### config.mk
export PLATFORM = sky130hd
export DESIGN_NAME = two_stage_encoder
export DESIGN_NICKNAME = d
export VERILOG_FILES = /design/src/rtl/two_stage_encoder.sv
export SDC_FILE = /design/constraint.sdc
export NUM_CORES = 1
export LEC_CHECK = 0
export ABC_AREA = 0
export BUFFER_PORTS_ARGS = -buffer_cell sky130_fd_sc_hd__buf_2
export CAP_MARGIN = 40
export CORE_UTILIZATION = 55
export CTS_BUF_LIST = sky130_fd_sc_hd__clkbuf_4 sky130_fd_sc_hd__clkbuf_8
export DETAILED_ROUTE_END_ITERATION = 8
export PLACE_DENSITY = 0.74
export SYNTH_ARGS = -nofsm -noshare
export SYNTH_HDL_FRONTEND = slang
export SYNTH_SLANG_ARGS = --single-unit
### constraint.sdc
create_clock -name clk -period 8.2 [get_ports clk]
set_input_delay 2.46 -clock clk [delete_from_list [all_inputs] [get_ports clk]]
set_output_delay 2.46 -clock clk [all_outputs]
set_load 0.005 [all_outputs]
### src/rtl/two_stage_encoder.sv
module two_stage_encoder (
  input  logic       clk,
  input  logic       rst,
  input  logic       din,
  input  logic [2:0] rate_sel,
  input  logic [1:0] enc1_sel,
  input  logic [2:0] enc2_sel,
  input  logic [1:0] car_sel,
  output logic       bit_req,
  output logic       mod_out
);

  logic [6:0] cnt, last, half;
  logic [2:0] pc, pcv, car_last, car_half;
  logic [3:0] fc, fcv, f_last, f_high;
  logic cur_bit, bp_lvl, lvl1, lvl1_q, ph, ph_now, flip;
  logic car, fsk, alt, mod_next;

  always_comb begin
    case (rate_sel)
      3'd0: last = 7'd7;
      3'd1: last = 7'd15;
      3'd2: last = 7'd31;
      3'd3: last = 7'd39;
      3'd4: last = 7'd49;
      3'd5: last = 7'd63;
      3'd6: last = 7'd99;
      default: last = 7'd127;
    endcase
  end

  assign half      = (last >> 1) + 7'd1;
  assign bit_req   = cnt >= last;
  wire   bit_start = cnt == 7'd0;
  wire   second    = cnt >= half;

  // first stage
  always_comb begin
    case (enc1_sel)
      2'b01:   lvl1 = second ? cur_bit : ~cur_bit;
      2'b10:   lvl1 = bp_lvl ^ (cur_bit & second);
      default: lvl1 = cur_bit;
    endcase
  end

  // phase-reversal carrier
  always_comb begin
    case (car_sel)
      2'd0:    begin car_last = 3'd1; car_half = 3'd1; end
      2'd1:    begin car_last = 3'd3; car_half = 3'd2; end
      default: begin car_last = 3'd7; car_half = 3'd4; end
    endcase
  end

  wire aligned = (last[2:0] & car_last) == car_last;
  assign pcv = (bit_start && aligned) ? 3'd0 : pc;
  assign car = pcv >= car_half;

  always_comb begin
    case (enc2_sel)
      3'd1:    flip = lvl1 ^ lvl1_q;
      3'd2:    flip = bit_start & lvl1;
      3'd3:    flip = lvl1 & ~lvl1_q;
      default: flip = 1'b0;
    endcase
  end
  assign ph_now = ph ^ flip;

  // frequency shift
  assign alt = lvl1 ^ enc2_sel[1];
  always_comb begin
    if (!alt)             begin f_last = 4'd7; f_high = 4'd4; end
    else if (enc2_sel[0]) begin f_last = 4'd9; f_high = 4'd5; end
    else                  begin f_last = 4'd4; f_high = 4'd3; end
  end
  assign fcv = bit_start ? 4'd0 : fc;
  assign fsk = fcv < f_high;

  always_comb begin
    case (enc2_sel)
      3'd0:                mod_next = lvl1;
      3'd1, 3'd2, 3'd3:    mod_next = car ^ ph_now;
      default:             mod_next = fsk;
    endcase
  end

  always_ff @(posedge clk) begin
    if (rst) begin
      cnt <= '0; cur_bit <= 1'b0; bp_lvl <= 1'b0; lvl1_q <= 1'b0;
      ph <= 1'b0; pc <= '0; fc <= '0; mod_out <= 1'b0;
    end else begin
      cnt <= bit_req ? 7'd0 : cnt + 7'd1;
      if (bit_req) begin
        cur_bit <= din;
        bp_lvl  <= ~(bp_lvl ^ cur_bit);
      end
      lvl1_q  <= lvl1;
      ph      <= ph_now;
      pc      <= (pcv == car_last) ? 3'd0 : pcv + 3'd1;
      fc      <= (fcv >= f_last) ? 4'd0 : fcv + 4'd1;
      mod_out <= mod_next;
    end
  end

  p_req_single_r2: assert property (@(posedge clk) disable iff (rst)
    bit_req |=> !bit_req);
  p_req_wrap_r2: assert property (@(posedge clk) disable iff (rst)
    bit_req |=> cnt == 7'd0);
  p_direct_follow_r3: assert property (@(posedge clk) disable iff (rst)
    (enc1_sel == 2'b00 && enc2_sel == 3'd0) |=> mod_out == $past(cur_bit));
  p_manch_mid_r4: assert property (@(posedge clk) disable iff (rst)
    (enc1_sel == 2'b01 && $past(enc1_sel) == 2'b01 && $stable(rate_sel) && cnt == half)
      |-> lvl1 != lvl1_q);
  p_fsk_restart_r11: assert property (@(posedge clk) disable iff (rst)
    (enc2_sel[2] && bit_start) |=> mod_out);

endmodule

Yosys cells after proc, flatten, opt, wreduce, memory -nomap -nowiden
Cells that the tools add are included.
{ "totals": {"reg_bits": 19, "in_bits": 13, "output_inout_bits": 2, "elab_cells": 66} }
{ "op_classes": {"n_addsub": 4, "magnitude_cmp": 5, "eq_ne": 14, "n_mux": 13, "bitwise": 13, "reduce_logical": 9} }
{ "ops": {"columns": ["cell", "count"], "rows": [
  ["$pmux 7 s7", 1],
  ["$ge 7x7->1", 2],
  ["$eq 3x2->1 const B", 4],
  ["$mux 4", 3],
  ["$pmux 3 s2", 2],
  ["$eq 3x3->1 const B", 3],
  ["$mux 3", 3],
  ["$add 6x1->7 const B", 1],
  ["$add 7x1->7 const B", 1],
  ["$logic_not 7->1", 1],
  ["$eq 3x1->1 const B", 2],
  ["$eq 3x3->1", 2],
  ["$logic_not 3->1", 2],
  ["$reduce_or 2->1", 3],
  ["$xor 1x1->1", 6],
  ["$add 4x1->4 const B", 1],
  ["$eq 2x1->1 const B", 2],
  ["$ge 4x4->1", 1],
  ["$lt 4x4->1", 1],
  ["$pmux 1 s2", 2],
  ["$add 3x1->3 const B", 1],
  ["$and 1x1->1", 3],
  ["$and 3x3->3", 1],
  ["$ge 3x3->1", 1],
  ["other kinds (7)", 9]
]} }

Longest topological paths before layout
Gate-level depths: netlist (run 1).
{ "logic_depth": {"depth_word": 12, "mapped_depth": 22, "ltp_nobuf": 21} }

Least setup slack after synthesis (run 1)
No wires, ideal clock.
{ "synth_timing": {"path_kind": "input port to output port", "start": "input port rate_sel[2]", "end": "output port bit_req", "arrival_ns": 4.212, "t_required_ns": 5.740, "path_slack_ns": 1.528, "path_stages": 9, "path_buffers": 1, "path_cell_list": "clkbuf_1 > nand2b_1 > nor2_1 > ha_1 > a21o_1 > a21o_1 > a21o_1 > a2111oi_4 > nor2_1"} }
{ "synth_via": {"elab_chain_cells": 3, "elab_cells_between_ends": 9, "cone_classes": "1 x order compare; 6 x eq/ne; 1 x mux; 1 x reduce/logical"} }
{ "synth_lines": {"columns": ["item", "line", "text"], "rows": [
  ["start: declaration", "5", "input logic [2:0] rate_sel,"],
  ["$eq 3x3->1, or another cell as far along", "20", "case (rate_sel)"],
  ["$pmux 7 s7 (*)", "20", null],
  ["$ge 7x7->1 (*)", "33", "assign bit_req = cnt >= last;"],
  ["end: declaration", "9", "output logic bit_req,"]
]} }
Every way passes the cells marked *; elsewhere a longest branch is shown, timed or not.

Final worst setup path (run 1)
{ "layout_timing": {"start": "input port rate_sel[0]", "end": "output port bit_req"} }
The elaborated chain is that of the path after synthesis.

==> summary.md, run 1 <==
| Metric | Value |
|---|---|
| Status | `finished clean` |
| Detailed-route via count | `1357` |
| Cell count after synthesis | `197` |
| Max transition margin | `66.1%` |
| FP Rows | `19` |
| CP arrival | `4440 ps` |
| Post-Synth XOR/XNOR Area | `8.05%` |
| Synth Area in Adders | `22.2%` |
| Worst IR drop on VDD | `127 uV` |
| Die Wd | `56.5 um` |
| DRT Pass-1 Iters | `4` |
| IO Count | `15` |
| Post-CTS Hold Buffers | `0` |
| Clk slew on worst S/H paths | `100 ps` |
| Mux cell area share after synthesis | `1.53%` |
| Layout cell share with drive strength beyond 1 | `12.2%` |
| Cell-internal power | `145 uW` |
| Core region area | `2780 um2` |
| P&R area growth vs syn | `7.82%` |
| Largest area contributor in the netlist | `dfxtp_1` |
| Antenna violations before repair | `0` |
| Clk Tree Root Cell | `clkbuf_4` |
| Post-CTS sizing | `0` |
| Min Hold Slack | `503 ps` |
| Worst Tran Pin Value | `508 ps` |
| Crit share post-route | `84.2%` |
| Psw | `69.4 uW` |
| DRC errors left | `0` |
| Initial DRC Count | `30` |
| Crit path required time | `5740 ps` |
| Most area-consuming cells after synthesis | `dfxtp_1, ha_1, nor2_1` |
| Max Cap Viol | `0` |
| Top cell type's share of synthesized area | `23.3%` |
| RSZ-0062 raised after global routing | `false` |
| Synthesized area per cell | `8.28 um2` |
| Initial Util | `58.7%` |
| Number of synthesized flops with an enable pin | `0` |
| Final Hold Viols | `0` |
| Gr ovfl total | `0` |
| Largest family of logic cells by synthesized area | `simple AND/OR/NAND/NOR gates` |
| Tmin final | `6900 ps` |
| Register area | `380 um2` |
| Synth Warn # | `0` |
| Net Count, Synth | `239` |
| Worst hold path class | `flip-flop to flip-flop` |
| Multi-input gate area | `1180 um2` |
| Worst Skew | `7.14 ps` |
| Max FO, Critical Path | `7` |
| Die height | `56.5 um` |
| H-Tree Depth | `1` |
| Post-Syn Area | `1630 um2` |
| CTS tree | `built` |
| Post-Synth Simple-Gate Area | `23.4%` |
| Post-synth cell types | `42` |
| DRT antenna net count | `0` |
| Setup bufs post-CTS | `0` |
| Vias in the first global route | `1379` |
| #FFs+latches synth | `19` |
| Clk pwr share | `22.1%` |
| DIE AREA | `3190 um2` |
| Fmax | `145 MHz` |
| Later-pin clock latency in the skew report | `300 ps` |
| Fill cell count | `253` |
| Global-route wire length before repair | `5610 um` |
| Drt via density | `5.56` |
| GRT Resource Usage Total | `22.2%` |
| Clk sinks | `19` |
| TritonCTS buffer count | `3` |
| GPL Wtd Cong | `0.918` |
| Fraction of registers with async set/reset | `0%` |
| CTS Buffer Depth | `2` |
| Antenna Cells | `0` |
| Final HPWL DP | `2630 um` |
| Seq/Total Area, Yosys | `23.3%` |
| Setup violations, final | `0` |
| CP Launch Type | `input port` |
| Compound-cell area share of the yosys netlist | `17.3%` |
| Setup TNS | `0 ps` |
| P per Cell Area | `122 nW/um2` |
| Most used DFF post-synth | `dfxtp_1` |
| Nets | `256` |
| Logic pwr share | `30.6%` |
| Static leakage | `0.889 nW` |
| Total wire length | `3120 um` |
| Sw Ratio | `32.3%` |
| Critical Path Sink Type | `output pin` |
| WS Path Type | `input port to output pin` |
| Drt wl/cell | `12.8 um` |
| Largest net degree at the start of global routing | `12` |
| Max Slew Vio Count | `0` |
| Flop pwr share | `47.3%` |
| Port bufs | `14` |
## cell usage after synthesis (all sizes together), types with 2 or more instances
cell type,instances
nand2,20
o21bai,2
a21oi,10
inv,16
nand2b,6
o21ai,7
nor2,25
ha,29
dfxtp,19
xnor2,9
and2,7
a221oi,2
nor2b,7
xor2,6
nand3,5
a21o,6
## kinds of logic (layout without fill, tap and decap cells)
family | Yosys count | in the layout
flops | 19 | 19
xor+xnor | 15 | 15
simple gates | 78 | 78
compound gates | 36 | 36
buf+inv | 18 | 34
mux | 2 | 2
fa+ha+maj | 29 | 29
## cell usage in the layout (no fill, tap or decap), types with 2 or more instances in the layout
cell type	count
nor2_1	25
ha_1	29
o21ai_0	5
a21oi_1	9
inv_1	16
nand2_1	20
buf_2	14
nand2b_1	6
a21o_1	6
nor2b_1	6
o21bai_1	2
dfxtp_1	19
and2_1	7
xor2_1	6
clkbuf_4	3
nand3_1	5
xnor2_1	9
## path summary, 6_finish.rpt
path / start / end / slack [ps] / cells after the start
hold reg to reg: bp_lvl / bp_lvl / 500 / 2
setup reg to reg: cnt[0] / fc[3] / 4170 / 20
setup / recovery: rate_sel[0] / bit_req / 1300 / 10
hold / removal: bp_lvl / bp_lvl / 500 / 2
## power by group through the flow
stage	sequential [mW]	combinational, mW	clock, mW
after floorplan	0.103	0.0493	0
after global placement	0.104	0.0619	0
after detailed placement	0.104	0.0660	0
after CTS	0.101	0.0663	0.0495
after global routing	0.102	0.0752	0.0521
final	0.102	0.0657	0.0475
## layout make-up
cell class	instances	area share (%)
clock buffers	3	1.28
clock inverters	1	0.284
inverters	16	3.41
multi-input cells	160	67.2
flip-flops and latches	19	21.6
well taps	31	2.20
repair buffers	14	3.98
## critical path, cell delays in order
cell	delay (ps)
buf_2	140
nand2b_1	200
nor2_1	160
ha_1	250
a21o_1	170
a21o_1	170
a21o_1	200
a2111oi_4	420
nor2_1	120
buf_2	150
## registers in the layout, summed over array words and instances, names as in the netlist
register	flops
lvl1_q	1
cnt	7
bp_lvl	1
ph	1
mod_out	1
fc	4
pc	3
cur_bit	1
## per-stage QoR
step	utilization (%)	power, mW	setup WS (ps)	std cells	instance area (um2)
after floorplan	-	0.152	1530	197	1630
after global placement	62.3	0.166	1380	240	1730
after detailed placement	62.3	0.170	1270	240	1730
after CTS	63.2	0.217	1280	244	1760
after global routing	63.2	0.230	1170	244	1760
final	63.2	0.215	1300	244	1760
## per-layer routing
layer / track usage [%] / share of wire, %
met5: 0 / 0
met4: 10.5 / 2.6
met2: 40.2 / 48
met1: 25.7 / 47
met3: 2.53 / 1.9
Power figures use the tool's default switching activity.
==> inputs of run 2 (changes only) <==
--- a/config.mk
+++ b/config.mk
@@ -11,7 +11,7 @@
 export CORE_UTILIZATION = 55
 export CTS_BUF_LIST = sky130_fd_sc_hd__clkbuf_4 sky130_fd_sc_hd__clkbuf_8
 export DETAILED_ROUTE_END_ITERATION = 8
-export PLACE_DENSITY = 0.74
+export PLACE_DENSITY = 0.77
 export SYNTH_ARGS = -nofsm -noshare
 export SYNTH_HDL_FRONTEND = slang
 export SYNTH_SLANG_ARGS = --single-unit
==> constraint.sdc (replaced) <==
create_clock -name clk -period 6.3 [get_ports clk]
set_input_delay 1.89 -clock clk [delete_from_list [all_inputs] [get_ports clk]]
set_output_delay 1.89 -clock clk [all_outputs]
set_load 0.005 [all_outputs]
==> run 2 against run 1 <==
Sequential power up 29%. Critical path depth unchanged. Critical endpoint unchanged. Combinational power up 29%. Worst hold slack better by 1.5 ps. Core utilization up 0.090 points. Register-to-register slack worse by 1800 ps.
==> summary.md, run 2 (synthesis gave the netlist of run 1 again) <==
| Metric | Value |
|---|---|
| Worst Path Buf+Inv | `2` |
| Sw Ratio | `30.7%` |
| Layout Utilization | `63.3%` |
| WS Path Type | `input port to output pin` |
| IO Count | `15` |
| Final Hold Viols | `0` |
| DR top layer | `met4` |
| DRT antenna net count | `0` |
| Gr ovfl total | `0` |
| Worst IR drop on VDD | `128 uV` |
| CTS Buffer Depth | `2` |
| CTS tree | `built` |
| Critical Path Sink Type | `output pin` |
| Core region area | `2780 um2` |
| Vias in the first global route | `1380` |
| Antenna Cells | `0` |
| Met3 routed WL | `58 um` |
| Most frequent cells in the layout | `ha_1, nor2_1, nand2_1` |
| Die height | `56.5 um` |
| Top flop regs | `cnt: 7 flops, fc: 4 flops, pc: 3 flops` |
| GPL Wtd Cong | `0.847` |
| Static leakage | `0.890 nW` |
| Post-route design area | `1760 um2` |
| Worst Skew | `5.24 ps` |
| Instance count on the critical path | `10` |
| Clk sinks | `19` |
| GRT Resource Usage Total | `22.4%` |
| Setup slack, reg-to-reg | `2350 ps` |
| Fmax | `173 MHz` |
| Initial Util | `58.7%` |
| Psw | `86.1 uW` |
| RSZ-0062 raised after global routing | `false` |
| R2R Path End | `fc[0]` |
| Port bufs | `14` |
| Hold EP | `cnt[0]` |
| DIE AREA | `3190 um2` |
| Drt wl/cell | `12.5 um` |
| Clk slew on worst S/H paths | `100 ps` |
| Biggest register | `cnt` |
| P per Cell Area | `159 nW/um2` |
| Worst hold path class | `flip-flop to flip-flop` |
| Crit share post-route | `91.7%` |
| Crit-path max cell delay | `440 ps` |
| Total power | `280 uW` |
| Met1 Wirelength | `1470 um` |
| WL met2 | `1510 um` |
| CP arrival | `3890 ps` |
| Tmin final | `5780 ps` |
| Initial DRC Count | `51` |
| CP max-delay cell | `a2111oi_4` |
| Max Cap Viol | `0` |
| Setup TNS | `0 ps` |
| Later-pin clock latency in the skew report | `280 ps` |
| Max Slew Vio Count | `0` |
| Most common cell after layout, fill and taps aside | `ha_1` |
| Cell-internal power | `194 uW` |
| TritonCTS buffer count | `3` |
| Detailed-route via count | `1326` |
| Global-route wire length before repair | `5800 um` |
| Die Wd | `56.5 um` |
| CP top delay family | `compound AO/OA/AOI/OAI gates` |
| Crit-path cells | `buf_2 -> nand2b_1 -> nor2_1 -> ha_1 -> a21o_1 -> a21o_1 -> a21o_1 -> a2111oi_4 -> nor2_1 -> buf_2` |
| Logic pwr share | `30.3%` |
| Flop pwr share | `47.2%` |
| Setup bufs post-CTS | `0` |
| Antenna violations before repair | `0` |
| CP dominant cell by count | `a21o_1` |
| Status | `finished clean` |
| Setup violations, final | `0` |
| Min-delay src | `cnt[0]` |
| Reg-to-Reg Start | `cnt[0]` |
| CP Launch Type | `input port` |
| Total wire length | `3050 um` |
| Final HPWL DP | `2540 um` |
| Post-CTS Hold Buffers | `0` |
| FP Rows | `19` |
| Min Hold Slack | `504 ps` |
| Max FO, Critical Path | `7` |
| Drt via density | `5.43` |
| Nets | `256` |
| DRT Pass-1 Iters | `4` |
| Max reg flops | `7` |
| Max transition margin | `64.0%` |
| Worst Tran Pin Value | `539 ps` |
| Placed instance area | `1730 um2` |
| DRC errors left | `0` |
| Worst r2r path cells | `20` |
| Crit path required time | `4410 ps` |
| Clk pwr share | `22.5%` |
| P&R area growth vs syn | `7.98%` |
| Post-CTS sizing | `0` |
| Largest net degree at the start of global routing | `12` |
| Clk Tree Root Cell | `clkbuf_4` |
| H-Tree Depth | `1` |
| Layout cell share with drive strength beyond 1 | `12.2%` |
| Hold path depth | `1` |
run 2: stage by stage:
step,instances,setup slack [ps]
3_5_place_dp,240,481
4_1_cts,244,508
3_3_place_gp,240,574
5_1_grt,244,359
6_report,244,521
2_1_floorplan,197,768
run 2: worst reg2reg max path, stage by stage, from the launching register on:
cell and delay (ps):
dfxtp_1 420, inv_1 100, ha_1 290, nand2b_1 140, a21o_1 170, a21o_1 160, a21o_1 160, a21oi_1 140
o21ai_1 90, ha_1 270, nor3b_1 340, a221oi_4 110, xnor2_1 340, nand2b_1 160, ha_1 290, nand2b_1 140
a21oi_1 150, nor2b_1 50, o21ai_0 140, nand2_1 120, nor2_1 110
run 2: power groups by stage:
stage          logic [mW]  registers (mW)  clock network (mW)
6_report           0.0850           0.132              0.0630
5_1_grt            0.0982           0.134              0.0744
4_1_cts            0.0857           0.132              0.0653
3_5_place_dp       0.0849           0.135                   0
3_3_place_gp       0.0816           0.135                   0
2_1_floorplan      0.0642           0.134                   0
run 2: layout make-up:
cell class,count,area [um2]
Fill cell,240,1020
Multi-Input combinational cell,160,1180
Timing Repair Buffer,14,70.1
Inverter,16,60.1
Tap cell,31,38.8
Clock buffer,4,30.0
Sequential cell,19,380
run 2: routing by layer:
| layer | track usage [%] | up-vias |
|---|---|---|
| met5 | 0 | - |
| met4 | 6.27 | 0 |
| met3 | 2.76 | 2 |
| met2 | 41.0 | 11 |
| met1 | 27.3 | 604 |
| li1 | - | 709 |
run 2: how the worst max path moves through the flow:
stage | from | end | slack (ps)
4_1_cts | rate_sel[0] | bit_req | 510
6_report | rate_sel[0] | bit_req | 520
5_1_grt | rate_sel[0] | bit_req | 360
3_5_place_dp | rate_sel[0] | fc[3] | 480
3_3_place_gp | rate_sel[0] | bit_req | 570
2_1_floorplan | rate_sel[2] | bit_req | 770
